==> config.mk <==
export PLATFORM = sky130hd
export DESIGN_NAME = rsd_mod_addsub
export DESIGN_NICKNAME = d
export VERILOG_FILES = /design/src/rtl/rsd_pkg.sv /design/src/rtl/rsd_from_bin.sv /design/src/rtl/rsd_to_bin.sv /design/src/rtl/rsd_adder.sv /design/src/rtl/rsd_mod_ctrl.sv /design/src/rtl/rsd_mod_datapath.sv /design/src/rtl/rsd_mod_addsub.sv
export SDC_FILE = /design/constraint.sdc
export NUM_CORES = 1
export LEC_CHECK = 0
export BUFFER_PORTS_ARGS = -buffer_cell sky130_fd_sc_hd__buf_2
export CAP_MARGIN = 30
export CORE_MARGIN = 5
export CORE_UTILIZATION = 40
export CTS_BUF_LIST = sky130_fd_sc_hd__clkbuf_2 sky130_fd_sc_hd__clkbuf_4 sky130_fd_sc_hd__clkbuf_8
export DETAILED_ROUTE_END_ITERATION = 8
export GPL_TIMING_DRIVEN = 0
export MAX_ROUTING_LAYER = met4
export REMOVE_ABC_BUFFERS = 1
export SLEW_MARGIN = 30
export SYNTH_ARGS = -nofsm -noshare
export SYNTH_HDL_FRONTEND = slang
export SYNTH_HIERARCHICAL = 1
export SYNTH_SLANG_ARGS = --single-unit
export TNS_END_PERCENT = 50
==> constraint.sdc <==
create_clock -name clk -period 9.6 [get_ports clk]
set_input_delay 1.44 -clock clk [delete_from_list [all_inputs] [get_ports clk]]
set_output_delay 1.44 -clock clk [all_outputs]
set_load 0.01 [all_outputs]
==> src/rtl/rsd_pkg.sv <==
package rsd_pkg;

  typedef enum logic {ST_IDLE, ST_REDUCE} rsdStateT;

  typedef struct packed {
    logic loadSum;
    logic loadRes;
  } rsdStrobeT;

  // signed value of one digit code; the unused code reads as zero
  function automatic logic signed [2:0] rsdVal(input logic [1:0] code);
    case (code)
      2'b10:   return 3'sd1;
      2'b01:   return -3'sd1;
      default: return 3'sd0;
    endcase
  endfunction

  function automatic logic [1:0] rsdEnc(input logic signed [2:0] v);
    case (v)
      3'b001:  return 2'b10;
      3'b111:  return 2'b01;
      default: return 2'b00;
    endcase
  endfunction

  function automatic logic [1:0] rsdClean(input logic [1:0] code);
    return (code == 2'b11) ? 2'b00 : code;
  endfunction

  function automatic logic [1:0] rsdNeg(input logic [1:0] code);
    return {code[0], code[1]};
  endfunction

endpackage

==> src/rtl/rsd_from_bin.sv <==
module rsd_from_bin #(
  parameter int N = 8
) (
  input  logic [N-1:0]   binIn,
  output logic [2*N-1:0] rsdOut
);
  for (genvar g = 0; g < N; g++) begin : g_dig
    assign rsdOut[2*g +: 2] = {binIn[g], 1'b0};
  end
endmodule

==> src/rtl/rsd_to_bin.sv <==
module rsd_to_bin #(
  parameter int W = 10
) (
  input  logic [2*W-1:0]    rsdIn,
  output logic signed [W:0] valOut
);
  logic [W-1:0] posVec;
  logic [W-1:0] negVec;

  for (genvar g = 0; g < W; g++) begin : g_split
    assign posVec[g] = rsdIn[2*g+1];
    assign negVec[g] = rsdIn[2*g];
  end

  assign valOut = $signed({1'b0, posVec}) - $signed({1'b0, negVec});
endmodule

==> src/rtl/rsd_adder.sv <==
module rsd_adder
  import rsd_pkg::*;
#(
  parameter int W = 10
) (
  input  logic [2*W-1:0] xIn,
  input  logic [2*W-1:0] yIn,
  output logic [2*W-1:0] sumOut
);
  logic signed [2:0] pSum   [W];
  logic              lowNn  [W];
  logic signed [2:0] tIn    [W];
  logic signed [2:0] wKeep  [W];

  // Transfer into digit i depends only on positions i-1 and i-2,
  // so no chain runs across the word.
  always_comb begin
    logic signed [2:0] tv;
    logic signed [2:0] wv;
    for (int i = 0; i < W; i++) begin
      pSum[i] = rsdVal(xIn[2*i +: 2]) + rsdVal(yIn[2*i +: 2]);
    end
    lowNn[0] = 1'b1;
    for (int i = 1; i < W; i++) begin
      lowNn[i] = !pSum[i-1][2];
    end
    tIn[0] = 3'sd0;
    for (int i = 0; i < W; i++) begin
      case (pSum[i])
        3'b010: begin tv = 3'sd1;  wv = 3'sd0; end
        3'b110: begin tv = -3'sd1; wv = 3'sd0; end
        3'b001: begin
          if (lowNn[i]) begin tv = 3'sd1; wv = -3'sd1; end
          else          begin tv = 3'sd0; wv = 3'sd1;  end
        end
        3'b111: begin
          if (lowNn[i]) begin tv = 3'sd0;  wv = -3'sd1; end
          else          begin tv = -3'sd1; wv = 3'sd1;  end
        end
        default: begin tv = 3'sd0; wv = 3'sd0; end
      endcase
      wKeep[i] = wv;
      if (i < W-1) tIn[i+1] = tv;
    end
    for (int i = 0; i < W; i++) begin
      sumOut[2*i +: 2] = rsdEnc(wKeep[i] + tIn[i]);
    end
  end
endmodule

==> src/rtl/rsd_mod_ctrl.sv <==
module rsd_mod_ctrl
  import rsd_pkg::*;
(
  input  logic      clk,
  input  logic      rstN,
  input  logic      start,
  output rsdStrobeT strobes,
  output logic      resValid
);
  rsdStateT state;

  always_comb begin
    strobes.loadSum = (state == ST_IDLE) && start;
    strobes.loadRes = (state == ST_REDUCE);
  end

  always_ff @(posedge clk or negedge rstN) begin
    if (!rstN) begin
      state    <= ST_IDLE;
      resValid <= 1'b0;
    end else begin
      resValid <= strobes.loadRes;
      case (state)
        ST_IDLE:   if (start) state <= ST_REDUCE;
        default:   state <= ST_IDLE;
      endcase
    end
  end


  valid_pulse_chk: assert property (@(posedge clk) disable iff (!rstN)
    resValid |=> !resValid);

  sum_then_reduce_chk: assert property (@(posedge clk) disable iff (!rstN)
    strobes.loadSum |=> strobes.loadRes);

  busy_ignores_start_chk: assert property (@(posedge clk) disable iff (!rstN)
    strobes.loadRes |=> !strobes.loadRes);

  valid_after_reduce_chk: assert property (@(posedge clk) disable iff (!rstN)
    strobes.loadRes |=> resValid);
endmodule

==> src/rtl/rsd_mod_datapath.sv <==
module rsd_mod_datapath
  import rsd_pkg::*;
#(
  parameter int N = 8
) (
  input  logic             clk,
  input  logic             rstN,
  input  rsdStrobeT        strobes,
  input  logic             subSel,
  input  logic [2*N-1:0]   opA,
  input  logic [2*N-1:0]   opB,
  input  logic [N-1:0]     modBin,
  output logic [2*(N+2)-1:0] resRsd
);
  localparam int W  = N + 2;
  localparam int WB = 2 * W;

  logic [2*N-1:0] aClean, bSigned, modRsd;
  logic [WB-1:0]  aExt, bExt, modExt, corr;
  logic [WB-1:0]  xSel, ySel, sumW;
  logic [WB-1:0]  accReg, resReg;
  logic [N-1:0]   modReg;
  logic [1:0]     accLead;
  logic [W-1:0]   resBad;

  always_comb begin
    for (int i = 0; i < N; i++) begin
      aClean[2*i +: 2]  = rsdClean(opA[2*i +: 2]);
      bSigned[2*i +: 2] = subSel ? rsdNeg(rsdClean(opB[2*i +: 2]))
                                 : rsdClean(opB[2*i +: 2]);
    end
  end

  rsd_from_bin #(.N(N)) modConv_i (.binIn(modReg), .rsdOut(modRsd));

  assign aExt   = {4'b0000, aClean};
  assign bExt   = {4'b0000, bSigned};
  assign modExt = {4'b0000, modRsd};

  // sign of the accumulator = sign of its leading non-zero digit
  always_comb begin
    accLead = 2'b00;
    for (int i = 0; i < W; i++) begin
      if (accReg[2*i +: 2] != 2'b00) accLead = accReg[2*i +: 2];
    end
  end

  always_comb begin
    for (int i = 0; i < W; i++) begin
      case (accLead)
        2'b10:   corr[2*i +: 2] = rsdNeg(modExt[2*i +: 2]);
        2'b01:   corr[2*i +: 2] = modExt[2*i +: 2];
        default: corr[2*i +: 2] = 2'b00;
      endcase
    end
  end

  assign xSel = strobes.loadRes ? accReg : aExt;
  assign ySel = strobes.loadRes ? corr   : bExt;

  rsd_adder #(.W(W)) adder_i (.xIn(xSel), .yIn(ySel), .sumOut(sumW));

  always_ff @(posedge clk or negedge rstN) begin
    if (!rstN) begin
      accReg <= '0;
      modReg <= '0;
      resReg <= '0;
    end else begin
      if (strobes.loadSum) begin
        accReg <= sumW;
        modReg <= modBin;
      end
      if (strobes.loadRes) resReg <= sumW;
    end
  end

  assign resRsd = resReg;

  for (genvar g = 0; g < W; g++) begin : g_bad
    assign resBad[g] = resReg[2*g+1] & resReg[2*g];
  end


  res_code_chk: assert property (@(posedge clk) disable iff (!rstN)
    resBad == '0);

  res_hold_chk: assert property (@(posedge clk) disable iff (!rstN)
    !strobes.loadRes |=> $stable(resReg));
endmodule

==> src/rtl/rsd_mod_addsub.sv <==
module rsd_mod_addsub
  import rsd_pkg::*;
#(
  parameter int N = 8
) (
  input  logic                 clk,
  input  logic                 rstN,
  input  logic                 start,
  input  logic                 subSel,
  input  logic [2*N-1:0]       opA,
  input  logic [2*N-1:0]       opB,
  input  logic [N-1:0]         modBin,
  output logic                 resValid,
  output logic [2*(N+2)-1:0]   resRsd,
  output logic signed [N+2:0]  resBin
);
  localparam int W = N + 2;

  rsdStrobeT strobes;

  rsd_mod_ctrl ctrl_i (
    .clk(clk), .rstN(rstN), .start(start),
    .strobes(strobes), .resValid(resValid)
  );

  rsd_mod_datapath #(.N(N)) dp_i (
    .clk(clk), .rstN(rstN), .strobes(strobes), .subSel(subSel),
    .opA(opA), .opB(opB), .modBin(modBin), .resRsd(resRsd)
  );

  rsd_to_bin #(.W(W)) toBin_i (.rsdIn(resRsd), .valOut(resBin));
endmodule

# Yosys cells after proc, flatten, opt, wreduce, memory -nomap -nowiden
# Cells that the tools add are included.
[op_classes] n_bitwise=1 eq_ne=116 add_sub_neg=20 n_reduce_logical=22 n_mux=120
[op_table] operator="$pmux 3 s2" count=21
[op_table] operator="$pmux 3 s4" count=8
[op_table] operator="$eq 3x3->1 const B" count=29
[op_table] operator="$mux 3" count=27
[op_table] operator="$pmux 2 s2" count=18
[op_table] operator="$eq 2x2->1 const B" count=35
[op_table] operator="$mux 2" count=34
[op_table] operator="$eq 3x1->1 const B" count=20
[op_table] operator="$add 3x3->3" count=19
[op_table] operator="$eq 2x1->1 const B" count=19
[op_table] operator="$eq 3x2->1 const B" count=9
[op_table] operator="$reduce_or 2->1" count=11
[op_table] operator="$mux 20" count=1
[op_table] operator="$reduce_bool 2->1" count=10
[op_table] operator="$mux 16" count=1
[op_table] operator="$sub 10x10->11" count=1
[op_table] operator="$mux 1" count=10
[op_table] operator="$eq 2x1->1 const AB" count=2
[op_table] operator="$eq 2x2->1 const AB" count=2
[op_table] operator="$logic_and 1x1->1" count=1
[op_table] operator="$not 1->1" count=1
[word_totals] regBits=50 output_inout_bits=32 input_bits=44 wordCells=284

# Longest topological paths before layout
# Gate-level depths: netlist of the first run.
[logic_depth] word_depth=23 ltp_mapped=25 mapped_depth_nobuf=23

# Modules after synthesis
# The synthesis of the first run kept the hierarchy.
[by_module_without_submodules] module="rsd_mod_datapath" instances=1 area_per_inst_um2=2776.4 seq_area_each_um2=1201.2 cells_per_inst=279
[by_module_without_submodules] module="rsd_adder" instances=1 area_per_inst_um2=1706.6 seq_area_each_um2=0.0 cells_per_inst=225
[by_module_without_submodules] module="rsd_to_bin" instances=1 area_per_inst_um2=465.4 seq_area_each_um2=0.0 cells_per_inst=65
[by_module_without_submodules] module="rsd_from_bin" instances=1 area_per_inst_um2=123.9 seq_area_each_um2=0.0 cells_per_inst=17
[by_module_without_submodules] module="rsd_mod_ctrl" instances=1 area_per_inst_um2=71.3 seq_area_each_um2=50.0 cells_per_inst=4

# Worst setup path before layout of the first run
# Ideal clock, no wire load.
[synth_timing] path_type="register to register" startpoint="reg dp_i.accReg[7]" endpoint="reg dp_i.accReg[9]" path_stages_with_launch=21 path_slack_ns=5.128 synth_period_minus_slack_ns=4.472 t_required_ns=9.475 n_path_buf=2 setup_ns=0.125 t_arrival_ns=4.348 path_cell_list="dfrtp_1 > or3_1 > o211ai_2 > o311ai_0 > ha_1 > nand2b_1 > clkbuf_2 > buf_2 > o22ai_1 > inv_1 > ha_1 > inv_1 > ha_1 > inv_1 > fa_1 > xor2_1 > and2_1 > ha_1 > fa_1 > and3b_1 > mux2_2"
[synth_via] elab_chain_len=20 elab_cells_between_ends=46 cone_classes="add/sub (4); eq/ne (18); mux (22); reduce/logical (2)"
[synth_lines] item="start: declaration" line_no="rsd_mod_datapath.sv:21" rtl="logic [WB-1:0] accReg, resReg;"
[synth_lines] item="start signal: assignment" line_no="rsd_mod_datapath.sv:70" rtl="accReg <= sumW;"
[synth_lines] item="$reduce_bool 2->1" line_no="rsd_mod_datapath.sv:44" rtl="if (accReg[2*i +: 2] != 2'b00) accLead = accReg[2*i +: 2];"
[synth_lines] item="$mux 2 (*) (7 in a row)" line_no="rsd_mod_datapath.sv:44"
[synth_lines] item="$eq 2x1->1 / $eq 2x2->1 (equally long branches)" line_no="rsd_mod_datapath.sv:50" rtl="case (accLead)"
[synth_lines] item="$pmux 2 s2 (*)" line_no="rsd_mod_datapath.sv:50"
[synth_lines] item="$mux 16 (*)" line_no="rsd_mod_datapath.sv:59" rtl="assign ySel = strobes.loadRes ? corr : bExt;"
[synth_lines] item="via dp_i.ySel[9]" line_no="rsd_mod_datapath.sv:20" rtl="logic [WB-1:0] xSel, ySel, sumW;"
[synth_lines] item="$eq 2x1->1 / $eq 2x2->1 (equally long branches)" line_no="rsd_pkg.sv:12" rtl="case (code)"
[synth_lines] item="$pmux 3 s2 (*)" line_no="rsd_pkg.sv:12"
[synth_lines] item="$add 3x3->3 (*)" line_no="rsd_adder.sv:21" rtl="pSum[i] = rsdVal(xIn[2*i +: 2]) + rsdVal(yIn[2*i +: 2]);"
[synth_lines] item="$eq 3x3->1 / $eq 3x1->1 (equally long branches)" line_no="rsd_adder.sv:29" rtl="case (pSum[i])"
[synth_lines] item="$reduce_or 2->1 (no source line) (*)"
[synth_lines] item="$mux 3 (*)"
[synth_lines] item="$add 3x3->3 (*)" line_no="rsd_adder.sv:46" rtl="sumOut[2*i +: 2] = rsdEnc(wKeep[i] + tIn[i]);"
[synth_lines] item="$eq 3x3->1 / $eq 3x1->1 (equally long branches)" line_no="rsd_pkg.sv:20" rtl="case (v)"
[synth_lines] item="$pmux 2 s2 (*)" line_no="rsd_pkg.sv:20"
[synth_lines] item="via dp_i.sumW[9]" line_no="rsd_mod_datapath.sv:20"
# Mark *: on every way through the listed nets, which the timed path passes. The rest lies on a longest branch.
# A chain may end at the register's enable or synchronous reset.

# Worst setup path after layout of the first run
[layout_timing] startpoint="reg dp_i.accReg[2]" endpoint="reg dp_i.resReg[9], in the netlist dp_i/resRsd[9]"
[layout_via] elab_chain_len=22 elab_cells_between_ends=44 cone_classes="add/sub (4); eq/ne (16); mux (22); reduce/logical (2)"
[layout_lines] item="$reduce_bool 2->1" line_no="rsd_mod_datapath.sv:44"
[layout_lines] item="$mux 2 (*) (9 in a row)" line_no="rsd_mod_datapath.sv:44"
[layout_lines] item="$eq 2x1->1 / $eq 2x2->1 (equally long branches)" line_no="rsd_mod_datapath.sv:50"
[layout_lines] item="$pmux 2 s2 (*)" line_no="rsd_mod_datapath.sv:50"
[layout_lines] item="$mux 16 (*)" line_no="rsd_mod_datapath.sv:59"
[layout_lines] item="via dp_i.ySel[9]" line_no="rsd_mod_datapath.sv:20"
[layout_lines] item="$eq 2x1->1 / $eq 2x2->1 (equally long branches)" line_no="rsd_pkg.sv:12"
[layout_lines] item="$pmux 3 s2 (*)" line_no="rsd_pkg.sv:12"
[layout_lines] item="$add 3x3->3 (*)" line_no="rsd_adder.sv:21"
[layout_lines] item="$eq 3x3->1 / $eq 3x1->1 (equally long branches)" line_no="rsd_adder.sv:29"
[layout_lines] item="$reduce_or 2->1 (no source line) (*)"
[layout_lines] item="$mux 3 (*)"
[layout_lines] item="$add 3x3->3 (*)" line_no="rsd_adder.sv:46"
[layout_lines] item="$eq 3x3->1 / $eq 3x1->1 (equally long branches)" line_no="rsd_pkg.sv:20"
[layout_lines] item="$pmux 2 s2 (*)" line_no="rsd_pkg.sv:20"
[layout_lines] item="via dp_i.sumW[9]" line_no="rsd_mod_datapath.sv:20"
[layout_lines] item="end signal: assignment" line_no="rsd_mod_datapath.sv:73" rtl="if (strobes.loadRes) resReg <= sumW;"
[layout_lines] item="end: declaration" line_no="rsd_mod_datapath.sv:21"
# Marked as above.

==> flow_summary_export.csv, run 1 <==
group,metric,value,unit
cts,tritoncts,"yes",
grt,gr-usage-met2,27.6,%
timing,hold-worst-slack,0.544,ns
finish,area.growth.synth_to_final,11.3,%
cts,cts.sinks,50,
worst_hold_path,min_delay_path_depth,1,
grt,met1_track_utilization_from_global_routing,18.9,%
finish,number_of_fillers_in_the_final_layout,1266,
grt,gr-usage-met3,2.06,%
finish,nNetsFinal,761,
setup_path,worst_r2r_startpoint,"dp_i/accReg[2]$_DFFE_PN0P_",
timing,report.final.slew_viol_count,0,
timing,post_route_minimum_period,4.97,ns
grt,grt_start_max_net_pins,59,
detailed_routing,detail_route.drc_violations,0,
detailed_routing,drtPass1Iterations,4,
grt,number_of_antenna_violations_at_the_first_check_in_global_routing,0,
setup_path,reg2reg_slack,4.63,ns
timing,max_slew_headroom,54.9,%
timing,timing.clock.skew,0.00684,ns
synthesis,proportion_of_synthesized_chip_area_in_sequential_cells,24.3,%
place,detailedPlacementHpwl,8.79,mm
setup_path,ff2ff_path_depth,19,
setup_path,cp_slowest_stage_delay,0.50,ns
grt,grt.busiest_layer,"met2",
cts,max-clock-path-buffers,2,
synthesis,syn_inst,590,
timing,actual_transition_at_the_worst_max_transition_pin,0.676,ns
place,io_buffers,75,
timing,layout_setup_ws,4.63,ns
timing,fin_crit_sh,51.8,%
timing,clock.fmax,0.201,GHz
grt,gr-total-overflow,0,
synthesis,synth_enable_flop_cells,0,
cts,htree_num_levels,2,
setup_path,worst_setup_ep,"dp_i/resRsd[9]$_DFFE_PN0P_",
setup_path,startpoint_of_the_most_critical_setup_path,"dp_i/accReg[2]$_DFFE_PN0P_",
detailed_routing,detailroute.via_count,4107,
detailed_routing,vias_per_cell,5.01,
cts,cts-resized-gates,0,
timing,final_layout_setup_total_negative_slack,0,ns
setup_path,cp_num_buf_inv,3,
timing,unrepaired_setup_endpoints_after_global_routing,"no",
synthesis,postSynthRegisterBits,50,
floorplan,fp.coreArea,0.0126,mm2
setup_path,critical_path.max_fanout,16,
setup_path,worst_path_most_repeated_cell,"sky130_fd_sc_hd__ha_1",
outcome,outcome,"finished, final reports clean",
setup_path,critPathTopFamily,"adder cells",
cts,post_cts.repair.setup_buffers,0,
detailed_routing,drt-wirelength-per-cell,13.4,um
cts,ctsHoldBuffers,0,
worst_hold_path,min-delay-start,"dp_i/resRsd[16]$_DFFE_PN0P_",
floorplan,effective_utilization_at_floorplan,40.8,%
worst_hold_path,min_path_type,"reg2reg",
cts,cts_root_buffer,"sky130_fd_sc_hd__clkbuf_8",
finish,postLayoutCoreUtil,45.4,%
floorplan,top_level_ports,76,
cts,cts_made_buffers,5,
floorplan,fp-row-count,41,
grt,grt_first_pass_wirelength,18.6,mm
setup_path,end_kind,"flip-flop",
synthesis,postSynthAreaPerCell,8.72,um2
setup_path,cp-start-kind,"flip-flop",
setup_path,critical_path_depth,19,
detailed_routing,drt_iter0_markers,217,
setup_path,crit_path_class,"reg2reg",
grt,number_of_global_route_vias_before_repair,4023,
cts,worst_skew_pair.late_latency,0.30,ns
floorplan,floorplan.die_area,0.0152,mm2
floorplan,fp.dieW,123,um
place,dp_worst_setup_slack,4.32,ns
synthesis,ys_types,54,
synthesis,ys_warn_count,6,
setup_path,worstPathRequired,9.79,ns
timing,final_hold_violation_count,0,
finish,total_inserted_antenna_cells,0,
setup_path,crit_arrival,5.16,ns
setup_path,path_cells,"nand2b_1 -> a221oi_1 -> o211ai_2 -> o311ai_0 -> ha_1 -> nand2b_1 -> o22ai_1 -> inv_1 -> ha_1 -> inv_1 -> ha_1 -> inv_1 -> fa_1 -> xor2_1 -> and2_1 -> ha_1 -> fa_1 -> and3b_1 -> mux2_2",
detailed_routing,drt_wl_total,11.0,mm
setup_path,worstReg2RegEnd,"dp_i/resRsd[9]$_DFFE_PN0P_",
detailed_routing,antenna_left,0,
setup_path,crit_slowest_cell,"sky130_fd_sc_hd__fa_1",
finish,layout-drive-gt1-share,21.0,%
cts,worst_setup_hold_path_clk_slew,0.09,ns
floorplan,die_y,123,um
timing,setup_viol,0,
run,max_cap_viol_count,0,
place,routabilityCongestion,0.831,
synthesis,async_reset_ff_share,100,%
synthesis,synthFlopType,"sky130_fd_sc_hd__dfrtp_1",
grt,global_route.usage.total,15.6,%
synthesis,synthesis.area,0.00514,mm2
[worst min-delay path by stage]
stage	endpoint	slack, ns
after CTS	dp_i/resRsd[16]$_DFFE_PN0P_	0.55
after floorplan	dp_i/accReg[1]$_DFFE_PN0P_	0.50
after global routing	dp_i/resRsd[16]$_DFFE_PN0P_	0.56
after global placement	dp_i/resRsd[1]$_DFFE_PN0P_	0.52
final	dp_i/resRsd[16]$_DFFE_PN0P_	0.54
after detailed placement	dp_i/resRsd[16]$_DFFE_PN0P_	0.52
[registers in the layout (all words and copies together) (netlist names)]
name / count
ctrl_i/resValid: 1
ctrl_i/state: 1
dp_i/accReg: 20
dp_i/modReg: 8
dp_i/resRsd: 20
[cell type report]
cell class | instances | area (um2) | area share (%)
Clock buffer | 6 | 82.6 | 1.44
Tap cell | 172 | 215 | 3.76
Clock inverter | 2 | 38.8 | 0.678
Inverter | 79 | 297 | 5.18
Timing Repair Buffer | 77 | 433 | 7.56
Multi-Input combinational cell | 433 | 3400 | 59.4
Sequential cell | 50 | 1250 | 21.9
[cells in the final DEF, fill, tap and decap left out, drive strengths merged, types with 6 or more instances in the layout]
| cell | instances |
|---|---|
| nand3b | 6 |
| nand2 | 47 |
| and2 | 12 |
| dfrtp | 50 |
| nor3b | 9 |
| o22ai | 18 |
| xor2 | 11 |
| o21ai | 28 |
| a22o | 8 |
| nor2b | 18 |
| a21oi | 27 |
| ha | 51 |
| inv | 79 |
| buf | 77 |
| a22oi | 16 |
| nor2 | 35 |
| fa | 20 |
| nand2b | 19 |
| xnor2 | 6 |
| mux2 | 42 |
| conb | 13 |
| clkbuf | 6 |
[layer usage]
metal,vias up,wire [um]
met5,-,0
met4,0,118
met3,6,356
met2,55,5710
met1,1971,4830
li1,2075,-
[worst reg2reg max path, stage by stage, from the launching register on]
cell                       delay, ns
sky130_fd_sc_hd__dfrtp_1        0.42
sky130_fd_sc_hd__nand2b_1       0.17
sky130_fd_sc_hd__a221oi_1       0.34
sky130_fd_sc_hd__o211ai_2       0.15
sky130_fd_sc_hd__o311ai_0       0.16
sky130_fd_sc_hd__ha_1           0.32
sky130_fd_sc_hd__nand2b_1       0.42
sky130_fd_sc_hd__o22ai_1        0.30
sky130_fd_sc_hd__inv_1          0.06
sky130_fd_sc_hd__ha_1           0.27
sky130_fd_sc_hd__inv_1          0.06
sky130_fd_sc_hd__ha_1           0.12
sky130_fd_sc_hd__inv_1          0.04
sky130_fd_sc_hd__fa_1           0.50
sky130_fd_sc_hd__xor2_1         0.20
sky130_fd_sc_hd__and2_1         0.16
sky130_fd_sc_hd__ha_1           0.20
sky130_fd_sc_hd__fa_1           0.50
sky130_fd_sc_hd__and3b_1        0.21
sky130_fd_sc_hd__mux2_2         0.27
[synthesized netlist by cell type, types with 12 or more instances]
cell type | number | area share, %
sky130_fd_sc_hd__a21oi_1 | 27 | 2.6
sky130_fd_sc_hd__o22ai_1 | 18 | 2.2
sky130_fd_sc_hd__dfrtp_1 | 50 | 24
sky130_fd_sc_hd__buf_2 | 15 | 1.5
sky130_fd_sc_hd__ha_1 | 51 | 12
sky130_fd_sc_hd__nor2_1 | 35 | 2.6
sky130_fd_sc_hd__and2_1 | 12 | 1.5
sky130_fd_sc_hd__inv_1 | 78 | 5.7
sky130_fd_sc_hd__o21ai_0 | 21 | 2.0
sky130_fd_sc_hd__nand2_1 | 47 | 3.4
sky130_fd_sc_hd__a22oi_1 | 16 | 2.3
sky130_fd_sc_hd__nor2b_1 | 16 | 1.9
sky130_fd_sc_hd__nand2b_1 | 19 | 2.3
sky130_fd_sc_hd__fa_1 | 20 | 7.8
sky130_fd_sc_hd__mux2_2 | 42 | 9.2
sky130_fd_sc_hd__buf_4 | 18 | 2.6
[through the flow]
stage          instances  area, um2
2_1_floorplan        562       4950
3_3_place_gp         809       5540
3_5_place_dp         810       5570
4_1_cts              818       5700
5_1_grt              819       5720
6_report             819       5720
[logic make-up (layout without fill, tap and decap cells)]
| kind of cell | count (synthesis) | in the layout | share of synthesized area (%) |
|---|---|---|---|
| flip-flops | 50 | 50 | 24.3 |
| adder cells (fa/ha/maj) | 71 | 71 | 20.2 |
| multiplexers | 44 | 44 | 9.58 |
| AO/OA/AOI/OAI | 122 | 122 | 15.6 |
| other | 3 | 13 | 0.219 |
| AND/OR/NAND/NOR | 166 | 166 | 16.9 |
| buffers and inverters | 117 | 164 | 10.3 |
| XOR/XNOR | 17 | 17 | 2.89 |
Power of run 1 is left out: the tool's default activity adds up to more than one toggle a clock period on the data nets, which glitch-free logic cannot reach.
==> run 2, diff against run 1 <==
clock period = 4.3 ns   (was 9.6 ns; I/O delays follow)
==> run 2 against run 1 <==
The run now ends with setup timing left. Clock-buffer cell count stayed put. Hold slack got worse by 0.19 ns. Routed wire length grew 6.3%. Critical endpoint unchanged. Design area rose by 7.1%. Via count is 1.9% higher. Sequential share of layout area shrank 1.5 points. Fmax rose by 10%. Non-clock buffer count increased by 19. Register-to-register slack worse by 4.8 ns. Die area stayed put. Critical path type unchanged. Highest routed layer unchanged.
==> flow_summary_export.csv, run 2 (synthesized netlist as in run 1, its figures left out) <==
group,metric,value,unit
grt,global_route.usage.total,16.4,%
grt,grt_first_pass_wirelength,19.6,mm
cts,worst_skew_pair.late_latency,0.30,ns
finish,final_common_cell,"sky130_fd_sc_hd__buf_2",
place,detailedPlacementHpwl,8.79,mm
grt,number_of_global_route_vias_before_repair,4224,
floorplan,effective_utilization_at_floorplan,40.8,%
place,dp_worst_setup_slack,-0.685,ns
outcome,outcome,"finished with violations",
setup_path,startpoint_of_the_most_critical_setup_path,"dp_i/accReg[9]$_DFFE_PN0P_",
timing,layout_setup_ws,-0.205,ns
timing,report.final.slew_viol_count,0,
timing,timing.clock.skew,0.00684,ns
floorplan,fp.dieW,123,um
detailed_routing,drt_iter0_markers,165,
setup_path,crit_path_class,"reg2reg",
run,max_cap_viol_count,0,
detailed_routing,vias_per_cell,4.99,
cts,cts_root_buffer,"sky130_fd_sc_hd__clkbuf_8",
timing,clock.fmax,0.222,GHz
outcome,failing_checks,"setup timing",
timing,final_hold_violation_count,0,
floorplan,top_level_ports,76,
setup_path,end_kind,"flip-flop",
timing,unrepaired_setup_endpoints_after_global_routing,"yes",
floorplan,fp-row-count,41,
finish,nNetsFinal,781,
detailed_routing,drtPass1Iterations,4,
cts,htree_num_levels,2,
finish,total_inserted_antenna_cells,0,
worst_hold_path,min_path_type,"in2async",
setup_path,worstReg2RegEnd,"dp_i/resRsd[9]$_DFFE_PN0P_",
setup_path,ff2ff_path_depth,19,
setup_path,crit_arrival,4.70,ns
finish,final_cell_mix,"74 x sky130_fd_sc_hd__buf_2, 72 x sky130_fd_sc_hd__inv_1, 49 x sky130_fd_sc_hd__dfrtp_1",
setup_path,worst_setup_ep,"dp_i/resRsd[9]$_DFFE_PN0P_",
timing,setup_viol,31,
detailed_routing,detail_route.drc_violations,0,
detailed_routing,antenna_left,0,
cts,worst_setup_hold_path_clk_slew,0.10,ns
place,routabilityCongestion,0.831,
floorplan,fp.coreArea,0.0126,mm2
grt,grt_start_max_net_pins,59,
cts,max-clock-path-buffers,2,
detailed_routing,detailroute.via_count,4185,
timing,max_slew_headroom,55.2,%
finish,layout-drive-gt1-share,31.5,%
cts,cts_made_buffers,5,
cts,cts.sinks,50,
finish,number_of_fillers_in_the_final_layout,1223,
setup_path,worstPathRequired,4.49,ns
place,io_buffers,75,
setup_path,worst_r2r_startpoint,"dp_i/accReg[9]$_DFFE_PN0P_",
detailed_routing,drt-wirelength-per-cell,14.0,um
setup_path,critical_path.max_fanout,6,
timing,fin_crit_sh,105,%
floorplan,floorplan.die_area,0.0152,mm2
grt,number_of_antenna_violations_at_the_first_check_in_global_routing,0,
setup_path,reg2reg_slack,-0.20,ns
cts,ctsHoldBuffers,0,
timing,post_route_minimum_period,4.50,ns
setup_path,cp-start-kind,"flip-flop",
floorplan,die_y,123,um
timing,actual_transition_at_the_worst_max_transition_pin,0.671,ns
detailed_routing,drt_wl_total,11.7,mm
finish,area.growth.synth_to_final,19.2,%
cts,tritoncts,"yes",
grt,gr-total-overflow,0,
## run 2: changes by cell type in the layout (fill, tap and decap cells not counted), sizes merged
cell	before	now
nand2b	19	20
buf	77	96
## run 2: worst min path at each step
stage | slack [ns] | start | endpoint | cells after the start
3_5_place_dp | 0.52 | dp_i/resRsd[16]$_DFFE_PN0P_ | dp_i/resRsd[16]$_DFFE_PN0P_ | 1
4_1_cts | 0.38 | rstN | dp_i/modReg[1]$_DFFE_PN0P_ | 1
6_report | 0.36 | rstN | dp_i/modReg[1]$_DFFE_PN0P_ | 1
5_1_grt | 0.40 | rstN | dp_i/modReg[4]$_DFFE_PN0P_ | 1
3_3_place_gp | 0.52 | dp_i/resRsd[1]$_DFFE_PN0P_ | dp_i/resRsd[1]$_DFFE_PN0P_ | 1
2_1_floorplan | 0.35 | rstN | ctrl_i/resValid$_DFF_PN0_ | 0
## run 2: what timing repair did
item                                    in CTS  in global routing
pin swaps                                   15                 16
gates resized for setup                     49                 23
endpoints found under the setup margin      36                 36
cloned                                       1                  0
buffers inserted                            14                  5
## run 2: area by class of cell
type | count | area [um2] | area share (%)
repair buffers | 96 | 596 | 9.71
clock buffers | 6 | 82.6 | 1.35
clock inverters | 2 | 38.8 | 0.633
well taps | 172 | 215 | 3.51
flip-flops and latches | 50 | 1250 | 20.5
multi-input cells | 434 | 3650 | 59.5
inverters | 79 | 297 | 4.84
## run 2: critical path, cell delays in order (launching register included)
cell and delay (ns):
sky130_fd_sc_hd__dfrtp_1 0.42, sky130_fd_sc_hd__or3_1 0.37, sky130_fd_sc_hd__o211ai_2 0.23, sky130_fd_sc_hd__o311a_1 0.27, sky130_fd_sc_hd__ha_4 0.17, sky130_fd_sc_hd__buf_12 0.12
sky130_fd_sc_hd__a22oi_1 0.09, sky130_fd_sc_hd__o22ai_2 0.17, sky130_fd_sc_hd__inv_1 0.06, sky130_fd_sc_hd__ha_1 0.28, sky130_fd_sc_hd__inv_1 0.06, sky130_fd_sc_hd__ha_2 0.16
sky130_fd_sc_hd__inv_2 0.04, sky130_fd_sc_hd__fa_2 0.46, sky130_fd_sc_hd__xor2_1 0.18, sky130_fd_sc_hd__and2_1 0.16, sky130_fd_sc_hd__ha_2 0.18, sky130_fd_sc_hd__fa_1 0.49
sky130_fd_sc_hd__and3b_2 0.23, sky130_fd_sc_hd__mux2_4 0.26
## run 2: per-stage QoR
stage	hold slack [ns]	cell area, um2	std cells	utilization [%]	TNS (ns)
finish	0.358	6130	839	48.6	-3.48
global route	0.402	6130	839	48.6	-10.76
CTS	0.376	5980	833	47.4	-3.60
detailed placement	0.525	5570	810	44.2	-20.26
global placement	0.517	5540	809	43.9	-57.39
floorplan	0.349	4950	562	-	-16.82
## run 2: layer usage
metal / track usage [%] / share of wire, % / wire length [um] / vias up
li1: - / - / - / 2122
met1: 20.1 / 44 / 5170 / 1990
met2: 28.5 / 51 / 5950 / 60
met3: 2.15 / 3.1 / 359 / 13
met4: 4.64 / 1.9 / 223 / 0
met5: - / 0 / 0 / -
Power of run 2 is left out for the same reason.
==> run 3, diff against run 2 <==
CTS_BUF_LIST = unset   (was sky130_fd_sc_hd__clkbuf_2 sky130_fd_sc_hd__clkbuf_4 sky130_fd_sc_hd__clkbuf_8)
GPL_TIMING_DRIVEN = unset   (was 0)
==> run 3 against run 2 <==
The run still ends with setup timing left. Critical path type unchanged. Global-route usage up 0.21 points. Flip-flop and latch count unchanged. Clock-buffer cell count fell by 1. Largest cell class unchanged.
==> flow_summary_export.csv, run 3 (synthesized netlist as in run 1, its figures left out) <==
group,metric,value,unit
grt,number_of_antenna_violations_at_the_first_check_in_global_routing,0,
setup_path,worst_setup_ep,"dp_i/resRsd[14]$_DFFE_PN0P_",
timing,hold-worst-slack,0.453,ns
setup_path,ff2ff_path_depth,19,
timing,actual_transition_at_the_worst_max_transition_pin,0.986,ns
setup_path,crit_slowest_cell,"sky130_fd_sc_hd__fa_2",
floorplan,top_level_ports,76,
detailed_routing,antenna_left,0,
outcome,outcome,"finished with violations",
grt,gr-total-overflow,0,
setup_path,critical_path.max_fanout,8,
cts,htree_num_levels,2,
grt,grt.busiest_layer,"met2",
cts,cts_made_buffers,5,
floorplan,fp-row-count,41,
floorplan,effective_utilization_at_floorplan,40.8,%
floorplan,die_y,123,um
setup_path,cp_num_buf_inv,4,
finish,layout-drive-gt1-share,36.2,%
detailed_routing,vias_per_cell,4.99,
place,placed_cell_area,0.00593,mm2
setup_path,end_kind,"flip-flop",
timing,final_hold_violation_count,0,
setup_path,cp-start-kind,"flip-flop",
finish,postLayoutCoreUtil,51.5,%
floorplan,fp.coreArea,0.0126,mm2
finish,final_cell_mix,"75 x sky130_fd_sc_hd__buf_2, 72 x sky130_fd_sc_hd__inv_1, 53 x sky130_fd_sc_hd__buf_4",
grt,global_route.usage.total,16.6,%
run,max_cap_viol_count,0,
setup_path,worstReg2RegEnd,"dp_i/resRsd[14]$_DFFE_PN0P_",
worst_hold_path,min_path_type,"in2async",
cts,cts.sinks,50,
outcome,failing_checks,"setup timing",
grt,gr-usage-met3,1.92,%
setup_path,worstPathRequired,4.48,ns
timing,layout_setup_ws,-0.285,ns
timing,setup_viol,35,
setup_path,worst_path_most_repeated_cell,"sky130_fd_sc_hd__inv_1",
finish,multi_input_comb_area,0.00370,mm2
finish,final_common_cell,"sky130_fd_sc_hd__buf_2",
cts,worst_skew_pair.late_latency,0.29,ns
timing,timing.clock.skew,0.00571,ns
place,dp_worst_setup_slack,-0.378,ns
detailed_routing,drtPass1Iterations,4,
detailed_routing,drt_iter0_markers,201,
place,detailedPlacementHpwl,9.56,mm
cts,tritoncts,"yes",
place,routabilityCongestion,0.868,
cts,worst_setup_hold_path_clk_slew,0.07,ns
setup_path,critPathTopFamily,"adder cells",
setup_path,cp_slowest_stage_delay,0.57,ns
finish,area.growth.synth_to_final,26.2,%
setup_path,worst_r2r_startpoint,"dp_i/accReg[8]$_DFFE_PN0P_",
detailed_routing,detail_route.drc_violations,0,
timing,fin_crit_sh,107,%
finish,nNetsFinal,816,
grt,met1_track_utilization_from_global_routing,20.1,%
place,io_buffers,75,
setup_path,reg2reg_slack,-0.28,ns
floorplan,fp.dieW,123,um
setup_path,crit_path_class,"reg2reg",
detailed_routing,detailroute.via_count,4359,
cts,ctsHoldBuffers,0,
grt,grt_first_pass_wirelength,20.1,mm
finish,layout.cell_area.non_filler,0.00649,mm2
cts,cts_root_buffer,"sky130_fd_sc_hd__clkbuf_16",
grt,gr-usage-met2,30.1,%
timing,clock.fmax,0.218,GHz
setup_path,startpoint_of_the_most_critical_setup_path,"dp_i/accReg[8]$_DFFE_PN0P_",
timing,max_slew_headroom,34.1,%
grt,grt_start_max_net_pins,51,
timing,post_route_minimum_period,4.58,ns
setup_path,path_cells,"or3_1 -> o211ai_2 -> o311a_1 -> ha_4 -> nand2b_4 -> buf_12 -> o22ai_2 -> inv_1 -> ha_1 -> inv_1 -> ha_1 -> inv_1 -> fa_2 -> xor2_2 -> and2_1 -> ha_2 -> fa_1 -> and3b_2 -> mux2_4",
timing,report.final.slew_viol_count,0,
finish,total_inserted_antenna_cells,0,
detailed_routing,drt_wl_total,12.1,mm
finish,number_of_fillers_in_the_final_layout,1221,
setup_path,crit_arrival,4.76,ns
finish,layout.area.seq,0.00125,mm2
setup_path,critical_path_depth,19,
grt,number_of_global_route_vias_before_repair,4433,
timing,unrepaired_setup_endpoints_after_global_routing,"yes",
detailed_routing,drt-wirelength-per-cell,13.9,um
floorplan,floorplan.die_area,0.0152,mm2
cts,max-clock-path-buffers,2,
==> run 3: cell count changes in the layout (fill, tap and decap cells not counted), moves of 3 or more <==
cell                        previous run  this run
sky130_fd_sc_hd__o22ai_2               4         9
sky130_fd_sc_hd__clkbuf_8              6         0
sky130_fd_sc_hd__ha_1                 41        35
sky130_fd_sc_hd__ha_4                  2         5
sky130_fd_sc_hd__ha_2                  8        11
sky130_fd_sc_hd__o22ai_1              14         8
sky130_fd_sc_hd__buf_4                17        53
sky130_fd_sc_hd__clkbuf_16             0         5
==> run 3: cell type report <==
type	count	area share [%]
Multi-Input combinational cell	433	57.0
Clock inverter	3	0.674
Clock buffer	5	1.93
Sequential cell	50	19.3
Timing Repair Buffer	132	13.3
Inverter	79	4.57
Tap cell	172	3.31
==> run 3: worst min-delay path by stage <==
stage | cells past startpoint | slack [ns] | startpoint | end
after detailed placement | 1 | 0.53 | dp_i/modReg[4]$_DFFE_PN0P_ | dp_i/modReg[4]$_DFFE_PN0P_
final | 2 | 0.45 | rstN | dp_i/modReg[0]$_DFFE_PN0P_
after global placement | 1 | 0.52 | dp_i/resRsd[1]$_DFFE_PN0P_ | dp_i/resRsd[1]$_DFFE_PN0P_
after floorplan | 0 | 0.35 | rstN | ctrl_i/resValid$_DFF_PN0_
after CTS | 2 | 0.50 | rstN | dp_i/modReg[0]$_DFFE_PN0P_
after global routing | 2 | 0.52 | rstN | dp_i/modReg[0]$_DFFE_PN0P_
==> run 3: per-stage QoR <==
stage / setup TNS (ns) / std cells
after floorplan: -16.82 / 562
after global placement: -7.25 / 856
after detailed placement: -10.13 / 856
after CTS: -6.04 / 870
after global routing: -12.77 / 874
final: -6.24 / 874
==> run 3: metal layers <==
| layer | share of wire (%) | routed length, um | up-vias |
|---|---|---|---|
| met5 | 0 | 0 | - |
| met4 | 0.80 | 97 | 0 |
| met3 | 3.4 | 417 | 6 |
| met2 | 52 | 6330 | 67 |
| met1 | 44 | 5280 | 2096 |
| li1 | - | - | 2190 |
==> run 3: repair_timing <==
action / 4_1_cts / 5_1_grt
resized for setup: 30 / 48
cloned: 1 / 0
setup buffers: 5 / 4
pin swaps: 8 / 36
setup endpoints to repair: 36 / 36
Power of run 3 is left out for the same reason.
